### src/rtl/cfgdma_pkg.sv
package cfgdma_pkg;
  // control word bit positions (software-visible encoding)
  localparam int CTL_ERR  = 0;
  localparam int CTL_RD   = 1;
  localparam int CTL_SKIP = 2;
  localparam int CTL_SEL  = 3;
  localparam int CTL_WR   = 4;

  localparam int DESC_BYTES = 16;
  localparam int STAT_BYTES = 4;
  localparam int KEY_W      = 16;
  localparam int XLEN_W     = 32;
  localparam int MADDR_W    = 64;

  typedef enum logic [1:0] {OP_NONE, OP_READ, OP_WRITE, OP_SKIP} op_e;

  typedef enum logic [3:0] {
    ST_IDLE, ST_FETCH, ST_DECODE, ST_SEL, ST_XFER,
    ST_MEMW, ST_STEP, ST_WB, ST_DONE
  } st_e;
endpackage

### src/rtl/cfgdma_regs.sv
module cfgdma_regs #(
  parameter logic [63:0] SIGNATURE = 64'h5A3C_C3A5_0F1E_2D4B
) (
  input  logic        clk,
  input  logic        rst,
  input  logic        reg_wr,
  input  logic        reg_rd,
  input  logic [2:0]  reg_addr,
  input  logic [3:0]  reg_size,
  input  logic [63:0] reg_wdata,
  input  logic        busy,
  output logic        reg_ack,
  output logic        reg_err,
  output logic [63:0] reg_rdata,
  output logic        go,
  output logic [63:0] go_addr
);
  logic       shape_ok;
  logic [4:0] rd_end;
  logic       rd_ok;
  logic [4:0] rd_gap;
  logic [63:0] rd_mask;
  logic [63:0] rd_val;

  always_comb begin
    shape_ok = ((reg_size == 4'd4) && ((reg_addr == 3'd0) || (reg_addr == 3'd4))) ||
               ((reg_size == 4'd8) && (reg_addr == 3'd0));
    rd_end   = {2'b00, reg_addr} + {1'b0, reg_size};
    rd_ok    = (reg_size != 4'd0) && (rd_end <= 5'd8);
    rd_gap   = 5'd8 - rd_end;
    rd_mask  = (reg_size == 4'd8) ? {64{1'b1}} : ~({64{1'b1}} << {reg_size, 3'b000});
    rd_val   = (SIGNATURE >> {rd_gap, 3'b000}) & rd_mask;
  end

  always_ff @(posedge clk) begin
    if (rst) begin
      reg_ack   <= 1'b0;
      reg_err   <= 1'b0;
      reg_rdata <= '0;
      go        <= 1'b0;
      go_addr   <= '0;
    end else begin
      reg_ack <= reg_wr | reg_rd;
      reg_err <= 1'b0;
      go      <= 1'b0;
      if (reg_wr) begin
        if (!shape_ok) begin
          reg_err <= 1'b1;
        end else if (!busy) begin
          if (reg_size == 4'd8) begin
            go_addr <= reg_wdata;
            go      <= 1'b1;
          end else if (reg_addr == 3'd0) begin
            go_addr[63:32] <= reg_wdata[31:0];
          end else begin
            go_addr[31:0] <= reg_wdata[31:0];
            go            <= 1'b1;
          end
        end
      end else if (reg_rd) begin
        if (rd_ok) begin
          reg_rdata <= rd_val;
        end else begin
          reg_rdata <= '0;
          reg_err   <= 1'b1;
        end
      end
    end
  end

  AST_ERR_WITH_ACK: assert property (@(posedge clk) disable iff (rst)
    reg_err |-> reg_ack);
  AST_GO_WHEN_IDLE: assert property (@(posedge clk) disable iff (rst)
    go |-> !busy);
  AST_GO_FROM_WRITE: assert property (@(posedge clk) disable iff (rst)
    go |-> $past(reg_wr));
endmodule

### src/rtl/cfgdma_ctrl.sv
module cfgdma_ctrl
  import cfgdma_pkg::*;
#(
  parameter int ITEM_W = 32
) (
  input  logic                clk,
  input  logic                rst,
  input  logic                go,
  input  logic [MADDR_W-1:0]  go_addr,
  output logic                busy,
  output logic                mem_req,
  output logic                mem_we,
  output logic [MADDR_W-1:0]  mem_addr,
  output logic [7:0]          mem_wdata,
  input  logic                mem_ack,
  input  logic [7:0]          mem_rdata,
  input  logic                mem_err,
  output logic                sel_stb,
  output logic [KEY_W-1:0]    sel_key,
  input  logic                item_present,
  input  logic                item_wr_ok,
  input  logic [ITEM_W-1:0]   item_len,
  input  logic [ITEM_W-1:0]   item_off,
  input  logic [7:0]          item_rdata,
  output logic                step_stb,
  output logic                step_we,
  output logic [7:0]          step_wdata
);
  localparam int DIDX_W = $clog2(DESC_BYTES);
  localparam int SIDX_W = $clog2(STAT_BYTES);
  localparam int DBITS  = DESC_BYTES * 8;

  st_e                 state_q;
  op_e                 op_q;
  logic [MADDR_W-1:0]  base_q;
  logic [MADDR_W-1:0]  taddr_q;
  logic [XLEN_W-1:0]   left_q;
  logic [DBITS-1:0]    desc_q;
  logic [DIDX_W-1:0]   fidx_q;
  logic [SIDX_W-1:0]   widx_q;
  logic                err_q;
  logic                hold_exh_q;

  logic                exhausted;
  logic [31:0]         ctl_w;
  op_e                 op_pick;
  logic [7:0]          wb_byte;

  always_comb begin
    exhausted = !item_present || (item_off >= item_len);
    ctl_w     = desc_q[DBITS-1 -: 32];
    if (ctl_w[CTL_RD])        op_pick = OP_READ;
    else if (ctl_w[CTL_WR])   op_pick = OP_WRITE;
    else if (ctl_w[CTL_SKIP]) op_pick = OP_SKIP;
    else                      op_pick = OP_NONE;
    wb_byte = (widx_q == SIDX_W'(STAT_BYTES - 1)) ? {7'd0, err_q} : 8'd0;
  end

  always_ff @(posedge clk) begin
    if (rst) begin
      state_q    <= ST_IDLE;
      op_q       <= OP_NONE;
      base_q     <= '0;
      taddr_q    <= '0;
      left_q     <= '0;
      desc_q     <= '0;
      fidx_q     <= '0;
      widx_q     <= '0;
      err_q      <= 1'b0;
      hold_exh_q <= 1'b0;
      busy       <= 1'b0;
      mem_req    <= 1'b0;
      mem_we     <= 1'b0;
      mem_addr   <= '0;
      mem_wdata  <= '0;
      sel_stb    <= 1'b0;
      sel_key    <= '0;
      step_stb   <= 1'b0;
      step_we    <= 1'b0;
      step_wdata <= '0;
    end else begin
      case (state_q)
        ST_IDLE: begin
          if (go) begin
            base_q  <= go_addr;
            fidx_q  <= '0;
            widx_q  <= '0;
            err_q   <= 1'b0;
            busy    <= 1'b1;
            state_q <= ST_FETCH;
          end
        end
        ST_FETCH: begin
          if (!mem_req) begin
            mem_req  <= 1'b1;
            mem_we   <= 1'b0;
            mem_addr <= base_q + MADDR_W'(fidx_q);
          end else if (mem_ack) begin
            mem_req <= 1'b0;
            if (mem_err) begin
              err_q   <= 1'b1;
              state_q <= ST_WB;
            end else begin
              desc_q <= {desc_q[DBITS-9:0], mem_rdata};
              if (fidx_q == DIDX_W'(DESC_BYTES - 1)) state_q <= ST_DECODE;
              else fidx_q <= fidx_q + 1'b1;
            end
          end
        end
        ST_DECODE: begin
          op_q    <= op_pick;
          left_q  <= desc_q[DBITS-33 -: XLEN_W];
          taddr_q <= desc_q[MADDR_W-1:0];
          if (ctl_w[CTL_SEL]) begin
            sel_stb <= 1'b1;
            sel_key <= ctl_w[31 -: KEY_W];
            state_q <= ST_SEL;
          end else begin
            state_q <= ST_XFER;
          end
        end
        ST_SEL: begin
          sel_stb <= 1'b0;
          state_q <= ST_XFER;
        end
        ST_XFER: begin
          if ((left_q == '0) || err_q || (op_q == OP_NONE)) begin
            state_q <= ST_WB;
          end else begin
            case (op_q)
              OP_READ: begin
                mem_req    <= 1'b1;
                mem_we     <= 1'b1;
                mem_addr   <= taddr_q;
                mem_wdata  <= exhausted ? 8'd0 : item_rdata;
                hold_exh_q <= exhausted;
                state_q    <= ST_MEMW;
              end
              OP_WRITE: begin
                if (exhausted || !item_wr_ok) begin
                  err_q <= 1'b1;
                end else begin
                  mem_req  <= 1'b1;
                  mem_we   <= 1'b0;
                  mem_addr <= taddr_q;
                  state_q  <= ST_MEMW;
                end
              end
              OP_SKIP: begin
                if (exhausted) begin
                  err_q <= 1'b1;
                end else begin
                  step_stb <= 1'b1;
                  step_we  <= 1'b0;
                  taddr_q  <= taddr_q + 1'b1;
                  left_q   <= left_q - 1'b1;
                  state_q  <= ST_STEP;
                end
              end
              default: state_q <= ST_WB;
            endcase
          end
        end
        ST_MEMW: begin
          if (mem_ack) begin
            mem_req <= 1'b0;
            if (mem_err) begin
              err_q   <= 1'b1;
              state_q <= ST_XFER;
            end else begin
              taddr_q <= taddr_q + 1'b1;
              left_q  <= left_q - 1'b1;
              if (op_q == OP_WRITE) begin
                step_stb   <= 1'b1;
                step_we    <= 1'b1;
                step_wdata <= mem_rdata;
                state_q    <= ST_STEP;
              end else if (!hold_exh_q) begin
                step_stb <= 1'b1;
                step_we  <= 1'b0;
                state_q  <= ST_STEP;
              end else begin
                state_q <= ST_XFER;
              end
            end
          end
        end
        ST_STEP: begin
          step_stb <= 1'b0;
          step_we  <= 1'b0;
          state_q  <= ST_XFER;
        end
        ST_WB: begin
          if (!mem_req) begin
            mem_req   <= 1'b1;
            mem_we    <= 1'b1;
            mem_addr  <= base_q + MADDR_W'(widx_q);
            mem_wdata <= wb_byte;
          end else if (mem_ack) begin
            mem_req <= 1'b0;
            if (widx_q == SIDX_W'(STAT_BYTES - 1)) state_q <= ST_DONE;
            else widx_q <= widx_q + 1'b1;
          end
        end
        ST_DONE: begin
          busy    <= 1'b0;
          state_q <= ST_IDLE;
        end
        default: state_q <= ST_IDLE;
      endcase
    end
  end

  AST_MEM_HOLD: assert property (@(posedge clk) disable iff (rst)
    (mem_req && !mem_ack) |=> (mem_req && $stable(mem_addr) && $stable(mem_we)));
  AST_WB_WRITES_ONLY: assert property (@(posedge clk) disable iff (rst)
    (state_q == ST_WB && mem_req) |-> mem_we);
  AST_SEL_SINGLE: assert property (@(posedge clk) disable iff (rst)
    sel_stb |=> !sel_stb);
  AST_STEP_MEM_IDLE: assert property (@(posedge clk) disable iff (rst)
    step_stb |-> !mem_req);
  AST_STEP_SINGLE: assert property (@(posedge clk) disable iff (rst)
    step_stb |=> !step_stb);
endmodule

### src/rtl/cfgdma_engine.sv
module cfgdma_engine
  import cfgdma_pkg::*;
#(
  parameter logic [63:0] SIGNATURE = 64'h5A3C_C3A5_0F1E_2D4B,
  parameter int          ITEM_W    = 32
) (
  input  logic              clk,
  input  logic              rst,
  input  logic              reg_wr,
  input  logic              reg_rd,
  input  logic [2:0]        reg_addr,
  input  logic [3:0]        reg_size,
  input  logic [63:0]       reg_wdata,
  output logic              reg_ack,
  output logic              reg_err,
  output logic [63:0]       reg_rdata,
  output logic              busy,
  output logic              mem_req,
  output logic              mem_we,
  output logic [63:0]       mem_addr,
  output logic [7:0]        mem_wdata,
  input  logic              mem_ack,
  input  logic [7:0]        mem_rdata,
  input  logic              mem_err,
  output logic              sel_stb,
  output logic [15:0]       sel_key,
  input  logic              item_present,
  input  logic              item_wr_ok,
  input  logic [ITEM_W-1:0] item_len,
  input  logic [ITEM_W-1:0] item_off,
  input  logic [7:0]        item_rdata,
  output logic              step_stb,
  output logic              step_we,
  output logic [7:0]        step_wdata
);
  logic        go;
  logic [63:0] go_addr;

  cfgdma_regs #(.SIGNATURE(SIGNATURE)) regs_i (
    .clk(clk), .rst(rst),
    .reg_wr(reg_wr), .reg_rd(reg_rd), .reg_addr(reg_addr),
    .reg_size(reg_size), .reg_wdata(reg_wdata), .busy(busy),
    .reg_ack(reg_ack), .reg_err(reg_err), .reg_rdata(reg_rdata),
    .go(go), .go_addr(go_addr)
  );

  cfgdma_ctrl #(.ITEM_W(ITEM_W)) ctrl_i (
    .clk(clk), .rst(rst), .go(go), .go_addr(go_addr), .busy(busy),
    .mem_req(mem_req), .mem_we(mem_we), .mem_addr(mem_addr),
    .mem_wdata(mem_wdata), .mem_ack(mem_ack), .mem_rdata(mem_rdata),
    .mem_err(mem_err), .sel_stb(sel_stb), .sel_key(sel_key),
    .item_present(item_present), .item_wr_ok(item_wr_ok),
    .item_len(item_len), .item_off(item_off), .item_rdata(item_rdata),
    .step_stb(step_stb), .step_we(step_we), .step_wdata(step_wdata)
  );
endmodule

### config.mk
export PLATFORM = sky130hd
export DESIGN_NAME = cfgdma_engine
export DESIGN_NICKNAME = d
export VERILOG_FILES = /design/src/rtl/cfgdma_pkg.sv /design/src/rtl/cfgdma_regs.sv /design/src/rtl/cfgdma_ctrl.sv /design/src/rtl/cfgdma_engine.sv
export SDC_FILE = /design/constraint.sdc
export NUM_CORES = 1
export LEC_CHECK = 0
export ABC_CLOCK_PERIOD_IN_PS = 3300
export BUFFER_PORTS_ARGS = -buffer_cell sky130_fd_sc_hd__buf_2
export CORE_MARGIN = 1
export CORE_UTILIZATION = 55
export CTS_BUF_LIST = sky130_fd_sc_hd__clkbuf_2 sky130_fd_sc_hd__clkbuf_4 sky130_fd_sc_hd__clkbuf_8
export CTS_CLUSTER_DIAMETER = 150
export CTS_CLUSTER_SIZE = 24
export DETAILED_ROUTE_END_ITERATION = 16
export PLACE_DENSITY = 0.81
export SLEW_MARGIN = 25
export SYNTH_ARGS = -nofsm -noshare
export SYNTH_HDL_FRONTEND = slang
export SYNTH_SLANG_ARGS = --single-unit
### constraint.sdc
create_clock -name clk -period 3.3 [get_ports clk]
set_clock_uncertainty 0.2 [all_clocks]
set_input_delay 0.495 -clock clk [delete_from_list [all_inputs] [get_ports clk]]
set_output_delay 0.495 -clock clk [all_outputs]
set_load 0.05 [all_outputs]
==> reports/qor.yml, run 1 <==
outcome:
  outcome: "finished, final reports clean"
setup_path:
  startpoint_type: "flop"
  reg2reg_depth: 11
  required_ps: 3700
  crit_path_top_delay_cell: "o41a_4"
  path_delay_family: "compound AO/OA/AOI/OAI gates"
  worstReg2RegEnd: "ctrl_i.step_we"
  max_stage_delay_ps: 600
  path_buf_inv: 3
  timing_worst_setup_path_type: "reg2reg"
  regToRegSetupSlack_ps: 130
  cp_max_fo: 8
  worstPathCellList: "inv_1, ha_1, nor3b_2, nand3_2, nor4_4, a211o_4, o41a_4, clkbuf_4, buf_4, or3_1, a21oi_1"
  cp-end-kind: "flop"
  cp-startpoint: "ctrl_i.left_q[0]"
  rr_startpoint: "ctrl_i.left_q[0]"
  worstPathArrival_ps: 3580
placement:
  pre_cts_ws_ps: -259.0
  place.gp.congestion: 0.9644
  dpl.hpwl_um: 52800
  io_buffers: 320
floorplanning:
  die_y_um: 217.2
  die_w_um: 217.2
  start_util_pct: 55.90
  io_pins: 327
  die-area_um2: 47190
  rows: 78
  core_um2: 45580
timing:
  hold_ws_ps: 45.21
  relSlewSlack_pct: 51.12
  tightest_slew_ps: 728.7
  setup_slack_ps: 126.0
  max_freq_ghz: 0.3151
  fin_crit_sh_pct: 96.18
  fin_crit_ps: 3174
  finalHoldViolCount: 0
  fin_tns_setup_ps: 0
  drv_slew: 0
  setup_viol: 0
clock_tree:
  cts_sinks: 515
  cts_inserted_buffers: 25
  clock_latency_ps: 700
  clk_pin_slew_ps: 150
  cts_tree: "yes"
  cts_root_buffer: "clkbuf_8"
  cts_max_path_buffers: 3
  h-tree-depth: 1
logic_synthesis:
  yosys.area_share.simple_pct: 23.12
  synth_area_um2: 25480
  netlist_instances: 3247
  synth.avg_cell_area_um2: 7.846
  synthArstFlopShare_pct: 0
  synthFlopType: "dfxtp_1"
  synth_compound_area_share_pct: 21.93
  yosys_warnings: 0
  synth_xor_area_share_pct: 1.891
  ys_types: 85
  synth_mux_area_share_pct: 4.337
  ys_ff_latch: 515
  synth_top_family_by_area: "simple AND/OR/NAND/NOR gates"
  synth-adder-area-share_pct: 2.603
  yosysSeqAreaShare_pct: 40.47
  synth_edf_count: 0
power:
  p_int_mw: 9.101
  switching_power_mw: 5.607
  p_per_area_nw_per_um2: 500.8
  seqPwrFrac_pct: 45.4
  p_comb_share_pct: 36.5
  max-vdd-ir-drop_uv: 446.3
  p_sw_share_pct: 38.12
  power_frac_clock_pct: 18.0
  power.leakage_nw: 11.22
finish:
  layout_commonest_cell: "nand2_1"
  post-route-util_pct: 64.43
  n_fill_cell: 3818
  layout_common_cells: "nand2_1, dfxtp_1, a21oi_1"
  area_growth_syn_to_layout_pct: 15.26
  num_antenna_cells: 0
  nets: 3754
  drive_gt1_share_pct: 15.18
hold_path:
  holdCritPathClass: "in2reg"
  whs_path_depth: 3
  hp-start: "reg_wdata[63]"
  holdPathEnd: "regs_i.go_addr[63]"
routing:
  vias_per_cell: 6.145
  ant_nets: 0
  via_count: 25460
  drc_errors: 0
  routedWlPerCell_um: 18.98
  drtPass1Iterations: 7
  drt_iter0_markers: 2999
  routed_wl_um: 78650
global_routing:
  overflow: 0
  first_global_vias: 23470
  grt_max_degree: 137
  grt_pass1_wl_um: 125700
  antenna_found_initial: 0
  grt.total_usage_pct: 32.38
run:
  maxCapViolCount: 0
## metrics by stage
step / cells / area [µm²] / power, mW
floorplan: 3252 / 25530 / 10.22
global placement: 4033 / 28130 / 11.86
detailed placement: 4033 / 28130 / 11.91
CTS: 4142 / 29320 / 14.55
global route: 4144 / 29370 / 15.34
finish: 4144 / 29370 / 14.71
## worst max path at each step
stage	endpoint	cells after the start	slack [ps]
6_report	ctrl_i.step_we	11	130
5_1_grt	ctrl_i.mem_addr[60]	13	-8
4_1_cts	ctrl_i.mem_addr[60]	13	80
3_5_place_dp	ctrl_i.left_q[12]	11	-260
3_3_place_gp	ctrl_i.taddr_q[49]	11	-170
2_1_floorplan	ctrl_i.mem_addr[54]	14	10
## Yosys cell counts (11+ instances only)
library cell	count	area share (%)
a21oi_1	337	6.6
nand4_1	39	0.96
a211o_1	13	0.45
o31ai_1	57	1.7
buf_4	24	0.71
o22ai_1	12	0.29
a21o_1	15	0.44
clkbuf_1	217	3.2
inv_1	67	0.99
nor2_1	230	3.4
xnor2_1	35	1.2
mux2i_1	107	4.2
a32o_1	15	0.59
o311ai_0	30	1.0
a211oi_1	73	2.2
a22oi_1	20	0.59
o32ai_1	11	0.38
o211ai_1	28	0.83
o21ai_0	93	1.8
ha_1	49	2.4
a22o_1	28	0.96
nor4_1	42	1.0
and4_1	19	0.65
a311o_1	14	0.55
dfxtp_1	515	40
nor2b_1	12	0.29
nand3_1	91	1.8
or3_1	34	0.83
and2_1	16	0.39
nor3_1	50	0.98
a31oi_1	36	0.88
nand2_1	726	11
and3_1	18	0.44
xor2_1	20	0.69
## state kept, by name, indices dropped and copies added (netlist names), 4 cells and up
signal	flops
ctrl_i.left_q	32
ctrl_i.base_q	64
ctrl_i.sel_key	16
ctrl_i.mem_addr	64
regs_i.reg_rdata	44
ctrl_i.state_q	4
ctrl_i.desc_q	128
ctrl_i.mem_wdata	8
regs_i.go_addr	64
ctrl_i.taddr_q	64
ctrl_i.fidx_q	4
ctrl_i.step_wdata	8
## metal layers
metal	up-vias	wire length, µm	GRT usage, %
met5	-	0	0
met4	0	2196	8.615
met3	177	7619	4.416
met2	1404	36000	52.42
met1	11820	32830	45.11
li1	12060	-	-
## tightest hold or removal path, delay by kind of cell
kind | cells | cell delay (ps)
buffers and inverters | 1 | 100
AO/OA/AOI/OAI | 1 | 110
multiplexers | 1 | 190
## power groups by stage
| stage | logic (mW) | registers (mW) | clock network (mW) |
|---|---|---|---|
| final | 5.38 | 6.68 | 2.65 |
| after floorplan | 3.34 | 6.88 | 0 |
| after global routing | 5.74 | 6.70 | 2.90 |
| after global placement | 5.06 | 6.79 | 0 |
| after CTS | 5.21 | 6.66 | 2.69 |
| after detailed placement | 5.12 | 6.79 | 0 |
## cell type report
class	instances	area [µm²]	share of cell area (%)
clock buffers	25	344.1	1.172
clock inverters	2	23.77	0.08095
inverters	67	254.0	0.8649
multi-input cells	2401	13880	47.26
flip-flops and latches	515	10310	35.12
well taps	600	750.7	2.556
repair buffers	534	3801	12.94
## logic make-up after synthesis
group | count (synthesis)
flops | 515
mux | 110
xor+xnor | 55
buf+inv | 336
fa+ha+maj | 52
other cells | 1
simple gates | 1326
compound gates | 852
## timing repair
item	4_1_cts	5_1_grt
gates cloned	0	0
buffers inserted	3	2
gates resized for setup	2	9
hold buffers	79	0
hold endpoints to repair	98	0
endpoints found under the setup margin	5	29
pin swaps	2	3
Note: power is estimated with default switching activity, not from simulation.
==> inputs of run 2 (changes only) <==
Settings changed: ABC_AREA set to 1, CORE_ASPECT_RATIO set to 0.8.
==> reports/qor.yml, run 2 <==
logic_synthesis:
  synth.top_cells.by_count: "nand2_1, nor2_1, dfxtp_1, o21ai_0, inv_1"  # was nand2_1, dfxtp_1, a21oi_1, nor2_1, clkbuf_1
  synth_compound_area_share_pct: 14.50  # was 21.93%
  synth-adder-area-share_pct: 2.391  # was 2.603%
  yosys.area_share.simple_pct: 34.50  # was 23.12%
  netlist_instances: 4246  # was 3247
  synth_area_um2: 27320  # was 25480 µm²
  synth_top_family_by_area: "simple AND/OR/NAND/NOR gates"  # unchanged
  synth_edf_count: 0  # unchanged
  ys_ff_latch: 515  # unchanged
  synthFlopType: "dfxtp_1"  # unchanged
  synth_top_area_cell: "dfxtp_1"  # unchanged
  synthArstFlopShare_pct: 0  # unchanged
  synth_most_common_cell: "nand2_1"  # unchanged
  synth_mux_area_share_pct: 0.1512  # was 4.337%
  yosys-top-cells-area: "dfxtp_1, nand2_1, nor2_1"  # was dfxtp_1, nand2_1, a21oi_1
  yosysSeqAreaShare_pct: 37.74  # was 40.47%
  ys_types: 58  # was 85
  synth.avg_cell_area_um2: 6.433  # was 7.846 µm²
  synth_xor_area_share_pct: 2.203  # was 1.891%
  synth_top_area_share_pct: 37.74  # was 40.47%
  yosys_warnings: 0  # unchanged
finish:
  drive_gt1_share_pct: 11.16  # was 15.18%
  nets: 4736  # was 3754
  layout.cell_area.non_filler_um2: 30670  # was 29370 µm²
  largest_register_ffs: 128  # unchanged
  largest-register: "ctrl_i.desc_q"  # unchanged
  multi_input_area_um2: 14760  # was 13880 µm²
  area_growth_syn_to_layout_pct: 12.29  # was 15.26%
  n_fill_cell: 4606  # was 3818
  layout_commonest_cell: "nand2_1"  # unchanged
  regArea_um2: 10310  # about the same
  layout_common_cells: "nand2_1, nor2_1, dfxtp_1"  # was nand2_1, dfxtp_1, a21oi_1
clock_tree:
  cts_tree: "yes"  # unchanged
  clk_pin_slew_ps: 160  # was 150 ps
  postCtsSetupRepairBufs: 0  # was 3
  h-tree-depth: 1  # unchanged
  cts_inserted_buffers: 25  # unchanged
  cts_max_path_buffers: 3  # unchanged
  cts_sinks: 515  # unchanged
  clock_latency_ps: 710  # was 700 ps
  cts_root_buffer: "clkbuf_8"  # unchanged
outcome:
  outcome: "finished, final reports clean"  # unchanged
hold_path:
  holdCritPathClass: "in2reg"  # unchanged
  whs_path_depth: 5  # was 3
  hp-start: "reg_wdata[44]"  # was reg_wdata[63]
  holdPathEnd: "regs_i.go_addr[44]"  # was regs_i.go_addr[63]
global_routing:
  antenna_found_initial: 2  # was 0
  overflow: 0  # unchanged
  first_global_vias: 26450  # was 23470
  grt_pass1_wl_um: 147700  # was 125700 µm
  grt.total_usage_pct: 36.42  # was 32.38%
  grt_max_degree: 156  # was 137
power:
  p_sw_share_pct: 45.37  # was 38.12%
  switching_power_mw: 8.222  # was 5.607 mW
  power_frac_clock_pct: 14.9  # was 18.0%
  p_per_area_nw_per_um2: 590.8  # was 500.8 nW/µm²
  power.leakage_nw: 13.63  # was 11.22 nW
  max-vdd-ir-drop_uv: 656.0  # was 446.3 µV
  seqPwrFrac_pct: 42.2  # was 45.4%
  p_comb_share_pct: 42.9  # was 36.5%
  p_int_mw: 9.901  # was 9.101 mW
timing:
  finalHoldViolCount: 0  # unchanged
  setup_viol: 0  # unchanged
  max_freq_ghz: 0.3226  # was 0.3151 GHz
  tightest_slew_ps: 803.1  # was 728.7 ps
  setup_slack_ps: 200.0  # was 126.0 ps
  relSlewSlack_pct: 45.89  # was 51.12%
  fin_crit_sh_pct: 93.94  # was 96.18%
  drv_slew: 0  # unchanged
  fin_tns_setup_ps: 0  # unchanged
  rsz0062_at_grt: "no"
  fin_crit_ps: 3100  # was 3174 ps
floorplanning:
  start_util_pct: 56.15  # was 55.90%
  rows: 72  # was 78
  die-area_um2: 50570  # was 47190 µm²
  die_w_um: 251.2  # was 217.2 µm
  io_pins: 327  # unchanged
  core_um2: 48650  # was 45580 µm²
  die_y_um: 201.3  # was 217.2 µm
setup_path:
  worstPathArrival_ps: 3530  # was 3580 ps
  crit_path_top_delay_cell: "dfxtp_2"  # was o41a_4
  required_ps: 3730  # was 3700 ps
  regToRegSetupSlack_ps: 200  # was 130 ps
  timing_worst_setup_path_type: "reg2reg"  # unchanged
  path_buf_inv: 3  # unchanged
  cp_common_cell: "nand3_1"
  startpoint_type: "flop"  # unchanged
  max_stage_delay_ps: 360  # was 600 ps
  reg2reg_depth: 17  # was 11
  path_delay_family: "simple AND/OR/NAND/NOR gates"  # was compound AO/OA/AOI/OAI gates
  cp-end-kind: "flop"  # unchanged
  worstPathCellList: "inv_2, nand2_2, nor2_4, buf_4, nor2_1, ha_1, nand2_1, nor2_1, nand3_1, nand2_1, nand3_1, nor2_2, nand3_1, a21oi_1, o21ai_0, buf_4, a21oi_1"  # was inv_1, ha_1, nor3b_2, nand3_2, nor4_4, a211o_4, o41a_4, clkbuf_4, buf_4, or3_1, a21oi_1
  rr_startpoint: "ctrl_i.state_q[3]"  # was ctrl_i.left_q[0]
  worstReg2RegEnd: "ctrl_i.mem_addr[63]"  # was ctrl_i.step_we
  cp_max_fo: 8  # unchanged
routing:
  drt_iter0_markers: 3336  # was 2999
  routed_wl_um: 93740  # was 78650 µm
  via_count: 29260  # was 25460
  vias_per_cell: 5.674  # was 6.145
  ant_nets: 0  # unchanged
  drtPass1Iterations: 6  # was 7
  routedWlPerCell_um: 18.18  # was 18.98 µm
  drc_errors: 0  # unchanged
placement:
  dpl.hpwl_um: 67780  # was 52800 µm
  io_buffers: 320  # unchanged
  pre_cts_ws_ps: 144.4  # was -259.0 ps
  post_dp_cell_area_um2: 29460  # was 28130 µm²
  place.gp.congestion: 1.030  # was 0.9644
run:
  maxCapViolCount: 0  # unchanged
[run 2: changes by cell type after synthesis, moves of 33 or more]
cell      before   now
nor2_1       230   784
nand2_1      726  1060
o21ai_0       93   417
inv_1         67   318
mux2i_1      107     3
nand3_1       91   174
nand4_1       39   117
clkbuf_1     217   143
a211oi_1      73     3
o31ai_1       57     0
nor4_1        42     1
xor2_1        20    59
or3_1         34     0
a21oi_1      337   304
[run 2: stage by stage]
step / instances / total power, mW / utilization, % / hold slack, ps
2_1_floorplan: 4251 / 13.06 / - / 229.7
3_3_place_gp: 5048 / 15.17 / 60.57 / 241.4
3_5_place_dp: 5048 / 15.25 / 60.57 / 243.2
4_1_cts: 5155 / 17.95 / 62.98 / 0.03630
5_1_grt: 5157 / 19.18 / 63.06 / 49.76
6_report: 5157 / 18.12 / 63.06 / 29.20
[run 2: kinds of logic after synthesis]
logic type	after synthesis
multiplexers	4
flip-flops	515
buffers and inverters	562
adder cells (fa/ha/maj)	51
AND/OR/NAND/NOR	2280
other	1
AO/OA/AOI/OAI	766
XOR/XNOR	67
[run 2: power groups by stage]
stage | clock network, mW | registers (mW) | logic (mW)
6_report | 2.71 | 7.64 | 7.77
5_1_grt | 2.92 | 7.69 | 8.57
2_1_floorplan | 0 | 8.16 | 4.90
3_5_place_dp | 0 | 7.74 | 7.52
3_3_place_gp | 0 | 7.74 | 7.43
4_1_cts | 2.73 | 7.60 | 7.62
[run 2: how the worst max path moves through the flow]
stage | from | cells after the start | slack [ps] | endpoint
after floorplan | ctrl_i.state_q[0] | 22 | 190 | ctrl_i.mem_addr[44]
after CTS | ctrl_i.state_q[3] | 19 | 100 | ctrl_i.mem_addr[16]
after global routing | ctrl_i.state_q[3] | 19 | 2 | ctrl_i.mem_addr[11]
after detailed placement | reg_size[0] | 14 | 140 | regs_i.reg_rdata[2]
final | ctrl_i.state_q[3] | 17 | 200 | ctrl_i.mem_addr[63]
after global placement | reg_size[0] | 14 | 140 | regs_i.reg_rdata[2]
[run 2: per-layer routing]
layer,up-vias,track usage (%),part of all wire (%)
met4,0,10.13,3.1
met2,1487,54.14,42
li1,14210,-,-
met1,13390,53.95,45
met5,-,0,0
met3,174,6.028,10
[run 2: timing repair]
item                                    4_1_cts  5_1_grt
hold endpoints to repair                     90        0
hold buffers                                 80        0
gates resized for setup                       0       14
endpoints found under the setup margin        0       29
[run 2: layout make-up]
| class | count | area share, % |
|---|---|---|
| diodes | 2 | 0.01632 |
| clock buffers | 25 | 1.122 |
| clock inverters | 2 | 0.08974 |
| inverters | 335 | 4.132 |
| multi-input cells | 3174 | 48.13 |
| flip-flops and latches | 515 | 33.61 |
| well taps | 629 | 2.566 |
| repair buffers | 475 | 10.33 |
[run 2: worst min-delay path, stage by stage]
cell     delay, ps
buf_2           80
nand2_1         40
nand2_1         70
o21ai_0         90
a21oi_1        130
